===== src/rtl/crcEnginePkg.sv =====
package crcEnginePkg;
  localparam int unsigned CRC_W  = 16;
  localparam int unsigned DATA_W = 8;

  typedef enum logic [1:0] {
    POLY_C8   = 2'd0,
    POLY_A16  = 2'd1,
    POLY_K16  = 2'd2,
    POLY_RSVD = 2'd3
  } polySelT;

  typedef struct packed {
    polySelT poly;
    logic    lsbFirst;
  } crcCfgT;

  typedef struct packed {
    logic clr;
    logic load;
    logic step;
  } crcStrobeT;

  function automatic logic [CRC_W-1:0] polyNormal(polySelT sel);
    case (sel)
      POLY_A16: polyNormal = 16'h8005;
      POLY_K16: polyNormal = 16'h1021;
      default:  polyNormal = 16'h0007;
    endcase
  endfunction

  function automatic logic [CRC_W-1:0] polyReflected(polySelT sel);
    case (sel)
      POLY_A16: polyReflected = 16'hA001;
      POLY_K16: polyReflected = 16'h8408;
      default:  polyReflected = 16'h00E0;
    endcase
  endfunction
endpackage


===== src/rtl/crcCtrl.sv =====
module crcCtrl
  import crcEnginePkg::*;
(
  input  logic       clk,
  input  logic       rstN,
  input  logic       clearReq,
  input  logic       cfgWrite,
  input  logic [1:0] cfgPoly,
  input  logic       cfgLsbFirst,
  input  logic       seedWrite,
  input  logic       byteValid,
  output crcCfgT     cfg,
  output crcStrobeT  strobe
);
  crcCfgT cfgQ;
  logic   cfgAccept;
  logic   cfgDiffers;
  logic   zeroNow;

  assign cfgAccept  = cfgWrite && (polySelT'(cfgPoly) != POLY_RSVD);
  assign cfgDiffers = cfgAccept &&
                      ((polySelT'(cfgPoly) != cfgQ.poly) || (cfgLsbFirst != cfgQ.lsbFirst));
  assign zeroNow    = clearReq || cfgDiffers;

  always_ff @(posedge clk or negedge rstN) begin
    if (!rstN) begin
      cfgQ.poly     <= POLY_C8;
      cfgQ.lsbFirst <= 1'b0;
    end else if (cfgAccept) begin
      cfgQ.poly     <= polySelT'(cfgPoly);
      cfgQ.lsbFirst <= cfgLsbFirst;
    end
  end

  always_comb begin
    strobe.clr  = zeroNow;
    strobe.load = !zeroNow && seedWrite;
    strobe.step = !zeroNow && !seedWrite && byteValid;
  end

  assign cfg = cfgQ;
endmodule


===== src/rtl/crcDatapath.sv =====
module crcDatapath
  import crcEnginePkg::*;
#(
  parameter int unsigned REG_W  = CRC_W,
  parameter int unsigned BYTE_W = DATA_W
) (
  input  logic              clk,
  input  logic              rstN,
  input  crcCfgT            cfg,
  input  crcStrobeT         strobe,
  input  logic [REG_W-1:0]  seedData,
  input  logic [BYTE_W-1:0] byteData,
  output logic [REG_W-1:0]  crcOut
);
  localparam int unsigned PAD = REG_W - BYTE_W;
  localparam logic [REG_W-1:0] NARROW_MASK = {{PAD{1'b0}}, {BYTE_W{1'b1}}};

  logic [REG_W-1:0]  crcQ;
  logic [REG_W-1:0]  stepVal;
  logic [REG_W-1:0]  loadVal;
  logic [BYTE_W-1:0] narrowVal;
  logic [REG_W-1:0]  polyNorm;
  logic [REG_W-1:0]  polyRefl;
  logic              isWide;

  assign isWide   = (cfg.poly != POLY_C8);
  assign polyNorm = polyNormal(cfg.poly);
  assign polyRefl = polyReflected(cfg.poly);
  assign loadVal  = isWide ? seedData : (seedData & NARROW_MASK);

  always_comb begin
    stepVal   = crcQ;
    narrowVal = '0;
    if (cfg.lsbFirst) begin
      stepVal = crcQ ^ {{PAD{1'b0}}, byteData};
      for (int i = 0; i < BYTE_W; i++) begin
        stepVal = stepVal[0] ? ((stepVal >> 1) ^ polyRefl) : (stepVal >> 1);
      end
    end else if (isWide) begin
      stepVal = crcQ ^ ({{PAD{1'b0}}, byteData} << PAD);
      for (int i = 0; i < BYTE_W; i++) begin
        stepVal = stepVal[REG_W-1] ? ((stepVal << 1) ^ polyNorm) : (stepVal << 1);
      end
    end else begin
      narrowVal = crcQ[BYTE_W-1:0] ^ byteData;
      for (int i = 0; i < BYTE_W; i++) begin
        narrowVal = narrowVal[BYTE_W-1] ?
                    ((narrowVal << 1) ^ polyNorm[BYTE_W-1:0]) : (narrowVal << 1);
      end
      stepVal = {{PAD{1'b0}}, narrowVal};
    end
  end

  always_ff @(posedge clk or negedge rstN) begin
    if (!rstN) begin
      crcQ <= '0;
    end else if (strobe.clr) begin
      crcQ <= '0;
    end else if (strobe.load) begin
      crcQ <= loadVal;
    end else if (strobe.step) begin
      crcQ <= stepVal;
    end
  end

  assign crcOut = crcQ;
endmodule


===== src/rtl/crcByteEngine.sv =====
module crcByteEngine
  import crcEnginePkg::*;
(
  input  logic         clk,
  input  logic         rstN,
  input  logic         clearReq,
  input  logic         cfgWrite,
  input  logic [1:0]   cfgPoly,
  input  logic         cfgLsbFirst,
  input  logic         seedWrite,
  input  logic [15:0]  seedData,
  input  logic         byteValid,
  input  logic [7:0]   byteData,
  output logic [15:0]  result
);
  crcCfgT    cfgQ;
  crcStrobeT strobe;

  crcCtrl u_ctrl (
    .clk        (clk),
    .rstN       (rstN),
    .clearReq   (clearReq),
    .cfgWrite   (cfgWrite),
    .cfgPoly    (cfgPoly),
    .cfgLsbFirst(cfgLsbFirst),
    .seedWrite  (seedWrite),
    .byteValid  (byteValid),
    .cfg        (cfgQ),
    .strobe     (strobe)
  );

  crcDatapath #(
    .REG_W (CRC_W),
    .BYTE_W(DATA_W)
  ) u_dp (
    .clk     (clk),
    .rstN    (rstN),
    .cfg     (cfgQ),
    .strobe  (strobe),
    .seedData(seedData),
    .byteData(byteData),
    .crcOut  (result)
  );
endmodule


===== config.mk =====
export PLATFORM = sky130hd
export DESIGN_NAME = crcByteEngine
export DESIGN_NICKNAME = d
export VERILOG_FILES = /design/src/rtl/crcEnginePkg.sv /design/src/rtl/crcCtrl.sv /design/src/rtl/crcDatapath.sv /design/src/rtl/crcByteEngine.sv
export SDC_FILE = /design/constraint.sdc
export NUM_CORES = 1
export LEC_CHECK = 0
export BUFFER_PORTS_ARGS = -buffer_cell sky130_fd_sc_hd__buf_2
export CORE_MARGIN = 5
export CORE_UTILIZATION = 25
export CTS_BUF_LIST = sky130_fd_sc_hd__clkbuf_4 sky130_fd_sc_hd__clkbuf_8
export DETAILED_ROUTE_END_ITERATION = 10
export PLACE_DENSITY = 0.39
export RECOVER_POWER = 50
export SLEW_MARGIN = 20
export SYNTH_ARGS = -nofsm -noshare
export SYNTH_HDL_FRONTEND = slang
export SYNTH_HIERARCHICAL = 1
export SYNTH_SLANG_ARGS = --single-unit

===== constraint.sdc =====
create_clock -name clk -period 3.45 [get_ports clk]
set_input_delay 0.1725 -clock clk [delete_from_list [all_inputs] [get_ports clk]]
set_output_delay 0.1725 -clock clk [all_outputs]
set_load 0.02 [all_outputs]

* Word-level counts from Yosys, hierarchy flattened
Cells that the tools add are included.
** Word-level totals
- Flip-flop bits (word level) :: 19
- Input port bits :: 33
- Output and inout port bits :: 16
- Word-level logic and storage cells :: 78
** Operators by class
- Eq/ne operators :: 5
- Muxes and demuxes :: 32
- Bitwise gates (word level) :: 27
- Reductions and logical operators :: 11
** Operators by type and width (count)
- $mux 16 :: 22
- $xor 16x16->16 :: 9
- $xor 15x16->16 :: 8
- $xor 8x8->8 :: 9
- $mux 8 :: 8
- $pmux 16 s2 :: 2
- $xor 16x8->16 :: 1
- $logic_and 1x1->1 :: 5
- $reduce_bool 3->1 :: 1
- $eq 2x1->1 const B :: 1
- $eq 2x2->1 const B :: 1
- $logic_not 1->1 :: 2
- $logic_or 1x1->1 :: 2
- $ne 2x2->1 :: 1
- $ne 2x2->1 const B :: 1
- $reduce_bool 2->1 :: 1
- $ne 1x1->1 :: 1

* Logic depth before layout (Yosys ltp)
Gate-level depths: netlist of the first run.
- Depth after elaboration :: 23
- Gate-level depth with buffers :: 14
- Mapped depth without buffers :: 12

* Cells and area by module
The synthesis of the first run kept the hierarchy.
** By module, submodules not included
- crcDatapath :: instances 1, cells an instance 515, area an instance 3883.7 sq um
- crcCtrl :: instances 1, cells an instance 15, area an instance 191.4 sq um

* Least setup slack after synthesis of the first run
Ideal clock, no wire load.
- Path type :: flip-flop to flip-flop
- From :: register u_dp.crcQ[0] (netlist: u_dp/crcOut[0])
- To :: register u_dp.crcQ[5] (netlist: u_dp/crcOut[5])
- Library setup time :: 65 ps
- Arrival :: 3047 ps
- Path slack :: 338 ps
- Stages on the path, launching flop included :: 12
- Period minus slack after synthesis :: 3112 ps
- Cell sequence :: dfrtp_1 -> xnor2_2 -> inv_4 -> xnor3_1 -> nand2b_4 -> mux2i_4 -> xnor2_2 -> xor3_1 -> xnor2_1 -> o22ai_1 -> mux2_1 -> o21ba_1
** On the way
- Longest elaborated chain between the ends :: 21
- Elaborated cells between the ends (all ways) :: 37
- Those cells by class :: mux: 21; bitwise: 16
** Ends and longest elaborated chain
- from (decl) :: RTL line crcDatapath.sv:18 : logic [REG_W-1:0] crcQ;
- from (signal assigned) :: RTL line crcDatapath.sv:60 : crcQ <= loadVal;
- from (signal assigned) :: RTL line crcDatapath.sv:62 : crcQ <= stepVal;
- $xor 8x8->8 :: RTL line crcDatapath.sv:45 : narrowVal = crcQ[BYTE_W-1:0] ^ byteData;
- $xor 8x8->8 :: RTL line crcDatapath.sv:48 : ((narrowVal << 1) ^ polyNorm[BYTE_W-1:0]) : (narrowVal << 1);
- $mux 8 :: RTL line crcDatapath.sv:47 : narrowVal = narrowVal[BYTE_W-1] ?
- $xor 8x8->8 :: RTL line crcDatapath.sv:48
- $mux 8 :: RTL line crcDatapath.sv:47
- $xor 8x8->8 :: RTL line crcDatapath.sv:48
- $mux 8 :: RTL line crcDatapath.sv:47
- $xor 8x8->8 :: RTL line crcDatapath.sv:48
- (+4 left out)
- $mux 8 :: RTL line crcDatapath.sv:47
- $xor 8x8->8 :: RTL line crcDatapath.sv:48
- $mux 8 (2 in a row) :: RTL line crcDatapath.sv:47
- $mux 16 :: RTL line crcDatapath.sv:39 : end else if (isWide) begin
- $mux 16 * :: RTL line crcDatapath.sv:34 : if (cfg.lsbFirst) begin
- $mux 16 * :: RTL line crcDatapath.sv:61 : end else if (strobe.step) begin
- $mux 16 * :: RTL line crcDatapath.sv:59 : end else if (strobe.load) begin
- $mux 16 * :: RTL line crcDatapath.sv:57 : end else if (strobe.clr) begin
Every way passes the cells marked *; elsewhere a longest branch is shown, timed or not. The select of a mux whose other input is x is not followed.
A chain may end at the register's enable or synchronous reset.

* Worst setup path after layout of the first run
- From :: register u_dp.crcQ[14] (netlist: u_dp/crcOut[14])
- To :: register u_dp.crcQ[1] (netlist: u_dp/crcOut[1])
** On the way
- Longest elaborated chain between the ends :: 20
- Elaborated cells between the ends (all ways) :: 21
- Those cells by class :: mux: 13; bitwise: 8
** Ends and longest elaborated chain
- $xor 16x16->16 * :: RTL line crcDatapath.sv:40 : stepVal = crcQ ^ ({{PAD{1'b0}}, byteData} << PAD);
- $xor 16x16->16 :: RTL line crcDatapath.sv:42 : stepVal = stepVal[REG_W-1] ? ((stepVal << 1) ^ polyNorm) : (stepVal << 1);
- $mux 16 * (2 in a row) :: RTL line crcDatapath.sv:42
- $xor 16x16->16 :: RTL line crcDatapath.sv:42
- $mux 16 * :: RTL line crcDatapath.sv:42
- $xor 16x16->16 :: RTL line crcDatapath.sv:42
- $mux 16 * :: RTL line crcDatapath.sv:42
- $xor 16x16->16 :: RTL line crcDatapath.sv:42
- (+2 left out)
- $mux 16 * (2 in a row) :: RTL line crcDatapath.sv:42
- $xor 16x16->16 / $mux 16 (equally long branches) :: RTL line crcDatapath.sv:42
- $mux 16 * :: RTL line crcDatapath.sv:42
- $mux 16 * :: RTL line crcDatapath.sv:39
- $mux 16 * :: RTL line crcDatapath.sv:34
- $mux 16 * :: RTL line crcDatapath.sv:61
- $mux 16 * :: RTL line crcDatapath.sv:59
- $mux 16 * :: RTL line crcDatapath.sv:57
Marked as above.

==> results of run 1 <==
-- per-stage QoR --
step / std cells / total power [mW]
detailed placement: 805 / 2.18
finish: 814 / 2.40
CTS: 810 / 2.37
global route: 814 / 2.56
floorplan: 530 / 1.62
global placement: 805 / 2.19
-- routing by layer --
layer	up-vias	GRT usage (%)	share of wire, %
met2	120	29.0	47
li1	2022	-	-
met3	14	0.877	3.8
met5	-	0	0
met4	0	3.71	2.0
met1	2058	25.1	47
-- how the worst max path moves through the flow --
stage,endpoint,slack (ns),cells past startpoint
floorplan,u_dp/crcOut[5],0.34,11
global placement,u_dp/crcOut[1],-0.04,9
detailed placement,u_dp/crcOut[1],-0.02,9
CTS,u_dp/crcOut[12],0.004,10
global route,u_dp/crcOut[0],0.01,10
finish,u_dp/crcOut[1],0.19,10
-- area by class of cell --
type	count	share of cell area [%]
Multi-Input combinational cell	467	70.6
Clock inverter	1	0.101
Sequential cell	19	9.63
Inverter	12	0.960
Clock buffer	3	0.834
Timing Repair Buffer	96	12.5
Tap cell	216	5.46
-- placed cells by master (no fill, tap or decap), types with 4 or more instances in the layout --
master / instances
sky130_fd_sc_hd__a211oi_1: 7
sky130_fd_sc_hd__a31oi_1: 9
sky130_fd_sc_hd__and2_1: 5
sky130_fd_sc_hd__nor2_1: 47
sky130_fd_sc_hd__o21ai_0: 25
sky130_fd_sc_hd__mux2i_1: 7
sky130_fd_sc_hd__dfrtp_1: 18
sky130_fd_sc_hd__nand2_1: 55
sky130_fd_sc_hd__or3_1: 5
sky130_fd_sc_hd__inv_1: 10
sky130_fd_sc_hd__o21ai_1: 6
sky130_fd_sc_hd__a21oi_1: 38
sky130_fd_sc_hd__o211ai_1: 8
sky130_fd_sc_hd__buf_4: 44
sky130_fd_sc_hd__xnor2_4: 6
sky130_fd_sc_hd__nand4_1: 7
sky130_fd_sc_hd__o22ai_1: 9
sky130_fd_sc_hd__nand3_1: 24
sky130_fd_sc_hd__mux2_2: 5
sky130_fd_sc_hd__xnor2_2: 8
sky130_fd_sc_hd__nor3_1: 8
sky130_fd_sc_hd__xnor2_1: 76
sky130_fd_sc_hd__and3_1: 9
sky130_fd_sc_hd__a21o_1: 5
sky130_fd_sc_hd__buf_2: 42
sky130_fd_sc_hd__o221ai_1: 4
sky130_fd_sc_hd__xor2_1: 20
sky130_fd_sc_hd__clkbuf_1: 7
sky130_fd_sc_hd__xnor3_1: 6
-- state kept, by name (all words and copies together) (netlist names) --
signal,cells
u_ctrl/cfg,3
u_dp/crcOut,16
-- critical path, stage by stage, from the launching register on --
cell                      delay, ns
sky130_fd_sc_hd__dfrtp_2       0.53
sky130_fd_sc_hd__xnor2_4       0.32
sky130_fd_sc_hd__xnor3_2       0.47
sky130_fd_sc_hd__xnor2_4       0.24
sky130_fd_sc_hd__nand3_1       0.18
sky130_fd_sc_hd__a211o_1       0.33
sky130_fd_sc_hd__nand4_1       0.22
sky130_fd_sc_hd__xnor2_4       0.16
sky130_fd_sc_hd__buf_4         0.17
sky130_fd_sc_hd__and4_1        0.20
sky130_fd_sc_hd__o32ai_2       0.31
-- cells by family after synthesis --
group / after synthesis / share of synthesized area [%]
DFF: 19 / 11.7
and+or+nand+nor: 178 / 20.9
muxes: 15 / 4.27
buffers and inverters: 44 / 4.30
xor gates and xnor gates: 123 / 33.5
AOI/OAI and AO/OA: 147 / 24.2
adders and majority gates: 4 / 1.23
-- where the power goes --
group	leakage (nW)	internal [mW]	switching, mW	total (mW)
Clock	0.0255	0.0807	0.0933	0.174
Combinational	1.71	0.856	1.10	1.96
Sequential	0.254	0.238	0.0301	0.269
-- timing repair --
| item | in CTS | in global routing |
|---|---|---|
| hold buffers | 1 | 0 |
| hold endpoints to repair | 19 | 0 |
| cloned | 0 | 0 |
| gates resized for setup | 1 | 7 |
| pin swaps | 0 | 2 |
| setup buffers | 0 | 4 |
| endpoints found under the setup margin | 1 | 5 |
==> flow_metrics.env, run 1 <==
export IMPL_design_die_area_sq_um=19000
export IMPL_register_to_register_setup_slack_ns=0.19
export IMPL_layout_area_seq_sq_um=477
export IMPL_stdcell_area_sq_um=4950
export IMPL_worst_slew_pin_transition_ns=1.31
export IMPL_grt_max_degree=37
export IMPL_global_placer_s_final_weighted_congestion=0.903
export IMPL_timing_final_setup_violations=0
export IMPL_synth_enable_flop_cells=0
export IMPL_finalCoreUtilization_pct=31.1
export IMPL_fin_crit_sh_pct=94.5
export IMPL_netlist_top_cell_by_area="sky130_fd_sc_hd__xnor2_1"
export IMPL_fin_nets=636
export IMPL_floorplan_io_pins=49
export IMPL_syn_nets=567
export IMPL_dominantRegCellSynth="sky130_fd_sc_hd__dfrtp_1"
export IMPL_timing_critical_path_to_type="flip-flop"
export IMPL_setup_worst_path_start_class="flip-flop"
export IMPL_via_per_inst=5.18
export IMPL_drive_above_1_share_pct=22.4
export IMPL_die_w_um=138
export IMPL_reg2reg_depth=10
export IMPL_layout_area_overhead_vs_synth_pct=21.5
export IMPL_placeableCoreArea_sq_um=15900
export IMPL_chipHeight_um=138
export IMPL_power_ir_vdd_worst_mv=0.157
export IMPL_grt_util_all_layers_pct=17.5
export IMPL_antennaDiodeCount=0
export IMPL_pre_cts_slack_ns=-0.0160
export IMPL_detail_route_wirelength_mm=16.7
export IMPL_power_density_nw_per_um2=485
export IMPL_yosysUniqueCellTypes=73
export IMPL_tritoncts_num_sinks=19
export IMPL_port_buffer_count=48
export IMPL_power_static_leakage_nw=1.99
export IMPL_required_ns=3.59
export IMPL_timing_fmax_mhz=307
export IMPL_wl_per_cell_um=20.5
export IMPL_cp_max_fo=7
export IMPL_hold_viol_final=0
export IMPL_drt_drc_violations_left=0
export IMPL_placement_cell_area_sq_um=4810
export IMPL_global_route_wire_length_before_repair_mm=25.1
export IMPL_syn_area_per_cell_sq_um=7.69
export IMPL_cts_buffers=3
export IMPL_cts_root_buf="sky130_fd_sc_hd__clkbuf_8"
export IMPL_antenna_left=0
export IMPL_grt_antenna_before_repair=1
export IMPL_run_status="complete, no violations"
export IMPL_reg_to_reg_end="u_dp/crcOut[1]"
export IMPL_starting_utilization_of_the_core_area_pct=25.6
export IMPL_placement_rows=46
export IMPL_timing_slew_headroom_pct=12.5
export IMPL_worst_reg2reg_startpoint="u_dp/crcOut[14]"
export IMPL_min_path_cells=2
export IMPL_fillCellCount=1769
export IMPL_synth_area_sq_um=4080
export IMPL_rsz0062_at_grt="false"
export IMPL_timing_setup_tns_ns=0
export IMPL_finalMaxSlewViolations=0
export IMPL_synth_top_cells_by_area="sky130_fd_sc_hd__xnor2_1 (17%), sky130_fd_sc_hd__dfrtp_1 (12%), sky130_fd_sc_hd__nand2_1 (5.1%)"
export IMPL_vias=4214
export IMPL_critical_path_arrival_ns=3.40
export IMPL_multi_input_comb_area_sq_um=3490
export IMPL_finalHoldWorstSlack_ns=0.169
export IMPL_holdPathEnd="u_ctrl/cfg[0]"
export IMPL_clock_skew_after_layout_ns=0.00463
export IMPL_dpl_hpwl_mm=13.0
export IMPL_syn_inst=530
export IMPL_cts_max_level=1
export IMPL_grt_remaining_overflow=0
export IMPL_via_count_of_the_first_global_routing_pass=4113
export IMPL_postSynthRegisterBits=19
export IMPL_synth_sequential_area_ratio_pct=11.7
export IMPL_min_delay_start="cfgLsbFirst"
export IMPL_ys_async_sr_fraction_pct=100
export IMPL_firstDrtPassIters=5
export IMPL_ys_warn_count=6
export IMPL_drt_initial_drc_count=281
export IMPL_clk_pin_slew_worst_paths_ns=0.09
export IMPL_maximum_clock_path_buffer_count=2
export IMPL_synth_top_cells_by_count="sky130_fd_sc_hd__xnor2_1 (77), sky130_fd_sc_hd__nand2_1 (55), sky130_fd_sc_hd__nor2_1 (47)"
export IMPL_worst_setup_path_type="flip-flop to flip-flop"
export IMPL_finalCriticalPeriod_ns=3.26
export IMPL_synth_largest_type_area_fraction_pct=16.5
export IMPL_worst_skew_pair_late_latency_ns=0.27
export IMPL_clock_tree_from_tritoncts="built"
export IMPL_min_path_type="primary input to flip-flop"
export IMPL_setup_ws_ns=0.188
export IMPL_cp_startpoint="u_dp/crcOut[14]"
export IMPL_most_common_cell_in_the_netlist="sky130_fd_sc_hd__xnor2_1"
export IMPL_drv_cap=0
Note: power is estimated with default switching activity, not from simulation.
==> run 2, diff against run 1 <==
clock period = 4 ns   (was 3.45 ns; I/O delays follow)
==> run 2 against run 1 <==
Sequential share of layout area is 0.44 points higher. Total power is 16% lower. Die area stayed put. First-iteration DRC count is 41% higher. Worst setup slack better by 0.22 ns. Sequential power is 13% lower. Register-to-register slack better by 0.22 ns. Wire length hardly changed. Sequential cell count stayed put. Cell area is 4.6% lower. Largest power group unchanged. Highest routed layer unchanged.
==> flow_metrics.env, run 2 (synthesis gave the netlist of run 1 again) <==
export IMPL_fin_crit_sh_pct=89.7
export IMPL_clockPowerShare_pct=7.7
export IMPL_fillCellCount=1752
export IMPL_power_static_leakage_nw=1.87
export IMPL_grt_antenna_before_repair=0
export IMPL_timing_slew_headroom_pct=15.1
export IMPL_critical_path_arrival_ns=3.80
export IMPL_cp_max_fo=8
export IMPL_placement_cell_area_sq_um=4670
export IMPL_timing_setup_tns_ns=0
export IMPL_cts_max_level=1
export IMPL_p_sw_share_pct=52.5
export IMPL_cp_startpoint="u_dp/crcOut[2]"
export IMPL_drt_initial_drc_count=396
export IMPL_via_per_inst=5.29
export IMPL_global_route_wire_length_before_repair_mm=25.5
export IMPL_timing_final_setup_violations=0
export IMPL_placeableCoreArea_sq_um=15900
export IMPL_layout_area_overhead_vs_synth_pct=15.8
export IMPL_register_to_register_setup_slack_ns=0.41
export IMPL_clock_tree_from_tritoncts="built"
export IMPL_finalCriticalPeriod_ns=3.59
export IMPL_grt_remaining_overflow=0
export IMPL_timing_fmax_mhz=279
export IMPL_antenna_left=0
export IMPL_starting_utilization_of_the_core_area_pct=25.6
export IMPL_power_ir_vdd_worst_mv=0.173
export IMPL_global_placer_s_final_weighted_congestion=0.922
export IMPL_power_density_nw_per_um2=428
export IMPL_stdcell_area_sq_um=4720
export IMPL_port_buffer_count=48
export IMPL_min_path_cells=2
export IMPL_cts_buffers=3
export IMPL_setup_worst_path_start_class="flip-flop"
export IMPL_finalHoldWorstSlack_ns=0.194
export IMPL_cts_repair_resize_count=0
export IMPL_clock_skew_after_layout_ns=0.00111
export IMPL_antennaDiodeCount=0
export IMPL_path_delay_family="XOR/XNOR gates"
export IMPL_timing_critical_path_mode_cell="sky130_fd_sc_hd__xnor2_2"
export IMPL_die_w_um=138
export IMPL_clk_pin_slew_worst_paths_ns=0.08
export IMPL_drv_cap=0
export IMPL_holdPathEnd="u_ctrl/cfg[0]"
export IMPL_vias=4196
export IMPL_seqPwrFrac_pct=11.6
export IMPL_cp_buf_inv_count=0
export IMPL_firstDrtPassIters=5
export IMPL_maximum_clock_path_buffer_count=2
export IMPL_commonest_non_fill_non_tap_cells_in_the_layout="sky130_fd_sc_hd__xnor2_1 (77), sky130_fd_sc_hd__nand2_1 (55), sky130_fd_sc_hd__nor2_1 (47), sky130_fd_sc_hd__buf_2 (42), sky130_fd_sc_hd__a21oi_1 (38)"
export IMPL_hold_fix_buffers_cts=1
export IMPL_dpl_hpwl_mm=13.0
export IMPL_setup_ws_ns=0.413
export IMPL_placement_rows=46
export IMPL_worst_slew_pin_transition_ns=1.27
export IMPL_cp_cell_sequence="xnor2_2, xnor3_1, nand2b_4, mux2i_4, xnor2_2, xor3_1, xnor2_1, o22ai_1, mux2_1, o21ba_1"
export IMPL_critical_path_max_stage_delay_ns=0.51
export IMPL_chipHeight_um=138
export IMPL_grt_util_all_layers_pct=17.8
export IMPL_pre_cts_slack_ns=0.443
export IMPL_worst_setup_path_type="flip-flop to flip-flop"
export IMPL_net_switching_power_mw=1.06
export IMPL_tritoncts_num_sinks=19
export IMPL_drt_drc_violations_left=0
export IMPL_reg2reg_depth=10
export IMPL_run_status="complete, no violations"
export IMPL_min_path_type="primary input to flip-flop"
export IMPL_power_combinational_fraction_pct=80.7
export IMPL_required_ns=4.21
export IMPL_via_count_of_the_first_global_routing_pass=4112
export IMPL_worst_reg2reg_startpoint="u_dp/crcOut[2]"
export IMPL_reg_to_reg_end="u_dp/crcOut[5]"
export IMPL_worst_path_stages=10
export IMPL_drive_above_1_share_pct=18.9
export IMPL_wl_per_cell_um=21.0
export IMPL_critical_path_slowest_cell="sky130_fd_sc_hd__xnor2_2"
export IMPL_finalMaxSlewViolations=0
export IMPL_detail_route_wirelength_mm=16.6
export IMPL_power_report_internal_total_uw=960
export IMPL_layout_cells_most_common="sky130_fd_sc_hd__xnor2_1"
export IMPL_fin_nets=615
export IMPL_floorplan_io_pins=49
export IMPL_min_delay_start="cfgLsbFirst"
export IMPL_timing_critical_path_to_type="flip-flop"
export IMPL_max_ffs_per_register=16
export IMPL_postCtsSetupBuffers=0
export IMPL_hold_viol_final=0
export IMPL_grt_max_degree=37
export IMPL_rsz0062_at_grt="false"
export IMPL_worst_skew_pair_late_latency_ns=0.27
export IMPL_cts_root_buf="sky130_fd_sc_hd__clkbuf_8"
export IMPL_design_die_area_sq_um=19000
run 2: changes by cell type in the layout (fill, tap and decap cells not counted), sizes merged:
cell,before,now
buf,88,67
clkinv,1,0
clkbuf,10,11
run 2: layer usage:
metal  part of all wire [%]  GRT usage (%)  vias up
met5                      0              0        -
met4                    2.9           5.04        0
met3                    4.2           1.13       19
met2                     46           29.2      132
met1                     46           25.3     2065
li1                       -              -     1980
run 2: worst register-to-register path, cell delays in order, from the launching register on:
cell	delay (ns)
sky130_fd_sc_hd__dfrtp_1	0.49
sky130_fd_sc_hd__xnor2_2	0.51
sky130_fd_sc_hd__xnor3_1	0.49
sky130_fd_sc_hd__nand2b_4	0.20
sky130_fd_sc_hd__mux2i_4	0.21
sky130_fd_sc_hd__xnor2_2	0.36
sky130_fd_sc_hd__xor3_1	0.42
sky130_fd_sc_hd__xnor2_1	0.16
sky130_fd_sc_hd__o22ai_1	0.17
sky130_fd_sc_hd__mux2_1	0.33
sky130_fd_sc_hd__o21ba_1	0.21
run 2: per-stage QoR:
step	std cells	power [mW]	utilization [%]
after floorplan	530	1.39	-
after global placement	788	1.86	29.3
after detailed placement	788	1.85	29.3
after CTS	793	2.01	29.7
after global routing	793	2.16	29.6
final	793	2.02	29.6
run 2: power groups by stage:
| stage | Clock, mW | Combinational (mW) | Sequential, mW |
|---|---|---|---|
| after floorplan | 0 | 1.15 | 0.242 |
| after global placement | 0 | 1.62 | 0.239 |
| after detailed placement | 0 | 1.61 | 0.239 |
| after CTS | 0.158 | 1.62 | 0.235 |
| after global routing | 0.169 | 1.75 | 0.238 |
| final | 0.155 | 1.63 | 0.234 |
run 2: final cells by class:
cell class | instances | area, sq um | share of cell area [%]
well taps | 216 | 270 | 5.72
flip-flops and latches | 19 | 475 | 10.1
repair buffers | 75 | 447 | 9.46
inverters | 12 | 47.5 | 1.01
clock buffers | 4 | 48.8 | 1.03
multi-input cells | 467 | 3430 | 72.7
run 2: how the worst max path moves through the flow:
stage | end | slack [ns]
3_3_place_gp | u_dp/crcOut[5] | 0.40
3_5_place_dp | u_dp/crcOut[5] | 0.44
4_1_cts | u_dp/crcOut[5] | 0.42
5_1_grt | u_dp/crcOut[13] | 0.21
6_report | u_dp/crcOut[5] | 0.41
2_1_floorplan | u_dp/crcOut[5] | 0.89
==> run 3, diff against run 2 <==
PLACE_DENSITY = 0.4   (was 0.39)
clock period = 2.98 ns   (was 4 ns; I/O delays follow)
==> run 3 against run 2 <==
The flow now finishes with violations (negative setup slack). Via count is 10% higher. Register-to-register slack worse by 0.51 ns. Sequential cell count stayed put. Critical path type unchanged. Critical endpoint unchanged. Worst hold slack worse by 0.049 ns. Die area stayed put. Combinational power is 85% higher.
==> flow_metrics.env, run 3 (synthesis gave the netlist of run 1 again) <==
export IMPL_run_status="finished, violations left"
export IMPL_failed_checks="negative setup slack"
export IMPL_drive_above_1_share_pct=41.6
export IMPL_required_ns=3.19
export IMPL_finalMaxSlewViolations=0
export IMPL_clock_skew_after_layout_ns=0.0156
export IMPL_drv_cap=0
export IMPL_firstDrtPassIters=5
export IMPL_antenna_left=0
export IMPL_clk_pin_slew_worst_paths_ns=0.09
export IMPL_grt_remaining_overflow=0
export IMPL_die_w_um=138
export IMPL_rsz0062_at_grt="true"
export IMPL_via_count_of_the_first_global_routing_pass=4753
export IMPL_drt_drc_violations_left=0
export IMPL_global_route_wire_length_before_repair_mm=27.6
export IMPL_critical_path_arrival_ns=3.28
export IMPL_finalCriticalPeriod_ns=3.07
export IMPL_cts_root_buf="sky130_fd_sc_hd__clkbuf_8"
export IMPL_max_ffs_per_register=16
export IMPL_finalHoldWorstSlack_ns=0.145
export IMPL_detail_route_wirelength_mm=18.2
export IMPL_setup_worst_path_start_class="flip-flop"
export IMPL_power_static_leakage_nw=2.53
export IMPL_p_sw_share_pct=47.7
export IMPL_cp_cell_sequence="xnor2_4, buf_6, xnor2_4, mux2_4, a32oi_4, xnor2_4, mux2i_4, xnor2_2, o22ai_2, mux2_1, o21ba_1"
export IMPL_power_ir_vdd_worst_mv=0.207
export IMPL_layout_cells_most_common="sky130_fd_sc_hd__buf_4"
export IMPL_cp_max_fo=4
export IMPL_design_die_area_sq_um=19000
export IMPL_vias=4628
export IMPL_clock_tree_from_tritoncts="built"
export IMPL_worst_setup_path_type="flip-flop to flip-flop"
export IMPL_fin_crit_sh_pct=103
export IMPL_starting_utilization_of_the_core_area_pct=25.6
export IMPL_drt_initial_drc_count=295
export IMPL_layout_area_overhead_vs_synth_pct=48.4
export IMPL_floorplan_io_pins=49
export IMPL_global_placer_s_final_weighted_congestion=0.919
export IMPL_worst_skew_pair_late_latency_ns=0.28
export IMPL_register_to_register_setup_slack_ns=-0.09
export IMPL_via_per_inst=5.15
export IMPL_fin_nets=720
export IMPL_timing_critical_path_mode_cell="sky130_fd_sc_hd__xnor2_4"
export IMPL_grt_antenna_before_repair=1
export IMPL_chipHeight_um=138
export IMPL_timing_final_setup_violations=9
export IMPL_cts_max_level=1
export IMPL_hold_viol_final=0
export IMPL_placeableCoreArea_sq_um=15900
export IMPL_grt_util_all_layers_pct=19.2
export IMPL_maximum_clock_path_buffer_count=2
export IMPL_setup_ws_ns=-0.0943
export IMPL_port_buffer_count=48
export IMPL_power_report_internal_total_mw=1.85
export IMPL_wl_per_cell_um=20.2
export IMPL_placement_rows=46
export IMPL_timing_critical_path_to_type="flip-flop"
export IMPL_seqPwrFrac_pct=8.7
export IMPL_net_switching_power_mw=1.69
export IMPL_critical_path_slowest_cell="sky130_fd_sc_hd__dfrtp_2"
export IMPL_dpl_hpwl_mm=14.3
export IMPL_tritoncts_num_sinks=19
export IMPL_cts_buffers=3
export IMPL_clockPowerShare_pct=6.1
export IMPL_timing_slew_headroom_pct=6.43
export IMPL_critical_path_max_stage_delay_ns=0.47
export IMPL_commonest_non_fill_non_tap_cells_in_the_layout="sky130_fd_sc_hd__buf_4 (116), sky130_fd_sc_hd__xnor2_1 (66), sky130_fd_sc_hd__nand2_1 (51), sky130_fd_sc_hd__buf_2 (47), sky130_fd_sc_hd__nor2_1 (43)"
export IMPL_finalCoreUtilization_pct=37.9
export IMPL_pre_cts_slack_ns=-0.435
export IMPL_timing_fmax_mhz=325
export IMPL_grt_max_degree=36
export IMPL_min_path_type="primary input to flip-flop"
export IMPL_power_density_nw_per_um2=584
export IMPL_worst_slew_pin_transition_ns=1.40
export IMPL_power_combinational_fraction_pct=85.2
-- run 3: changes by cell type in the layout (fill, tap and decap cells not counted), moves of 4 or more --
cell	delta
sky130_fd_sc_hd__buf_4	+92
sky130_fd_sc_hd__buf_6	+11
sky130_fd_sc_hd__xnor2_1	-11
sky130_fd_sc_hd__xnor2_4	+9
sky130_fd_sc_hd__clkbuf_1	-6
sky130_fd_sc_hd__buf_2	+5
sky130_fd_sc_hd__inv_1	-4
sky130_fd_sc_hd__inv_2	+4
sky130_fd_sc_hd__nand2_1	-4
sky130_fd_sc_hd__nand2_2	+4
sky130_fd_sc_hd__nand3_1	-4
sky130_fd_sc_hd__nor2_1	-4
-- run 3: critical path, delay by kind of cell (launching register included) --
family	cells	cell delay, ns
DFF	1	0.47
AOI/OAI and AO/OA	3	0.59
buffers and inverters	1	0.16
muxes	3	1.00
xor gates and xnor gates	4	0.77
-- run 3: worst paths after layout --
check	start	endpoint	depth (start not counted)
setup reg to reg	u_dp/crcOut[0]	u_dp/crcOut[5]	11
hold reg to reg	u_dp/crcOut[8]	u_dp/crcOut[8]	1
min in group asynchronous	rstN	u_dp/crcOut[13]	2
setup / recovery	u_dp/crcOut[0]	u_dp/crcOut[5]	11
hold / removal	cfgLsbFirst	u_ctrl/cfg[0]	2
max in group asynchronous	rstN	u_dp/crcOut[1]	2
-- run 3: power groups by stage --
stage          clock network (mW)  logic, mW  registers, mW
2_1_floorplan                   0       1.55          0.327
3_3_place_gp                    0       2.46          0.311
6_report                    0.215       3.01          0.308
4_1_cts                     0.224       2.80          0.308
5_1_grt                     0.231       3.19          0.311
3_5_place_dp                    0       2.45          0.312
-- run 3: per-stage QoR --
step	instance area [sq um]	setup TNS (ns)	power, mW	cells
floorplan	4100	-0.00261	1.88	530
global placement	5270	-1.79	2.77	861
detailed placement	5270	-1.87	2.77	861
CTS	5780	-0.305	3.34	889
global route	6050	-1.42	3.74	899
finish	6050	-0.468	3.53	899
-- run 3: layer usage --
layer | GRT usage [%] | routed length [um] | part of all wire [%]
met1 | 25.5 | 8080 | 44
met2 | 33.2 | 8780 | 48
met3 | 1.90 | 875 | 4.8
met4 | 4.82 | 463 | 2.5
met5 | 0 | 0 | 0
-- run 3: layout make-up --
type / count / area, sq um
Fill cell: 1671 / 9890
Multi-Input combinational cell: 467 / 3890
Timing Repair Buffer: 180 / 1310
Sequential cell: 19 / 479
Tap cell: 216 / 270
Clock buffer: 4 / 48.8
Inverter: 12 / 47.5
Antenna cell: 1 / 2.50
-- run 3: what timing repair did --
item,4_1_cts,5_1_grt
pin swaps,37,28
buffers inserted,24,9
hold buffers,1,0
endpoints found under the hold margin,19,0
setup endpoints to repair,14,16
resized for setup,50,41
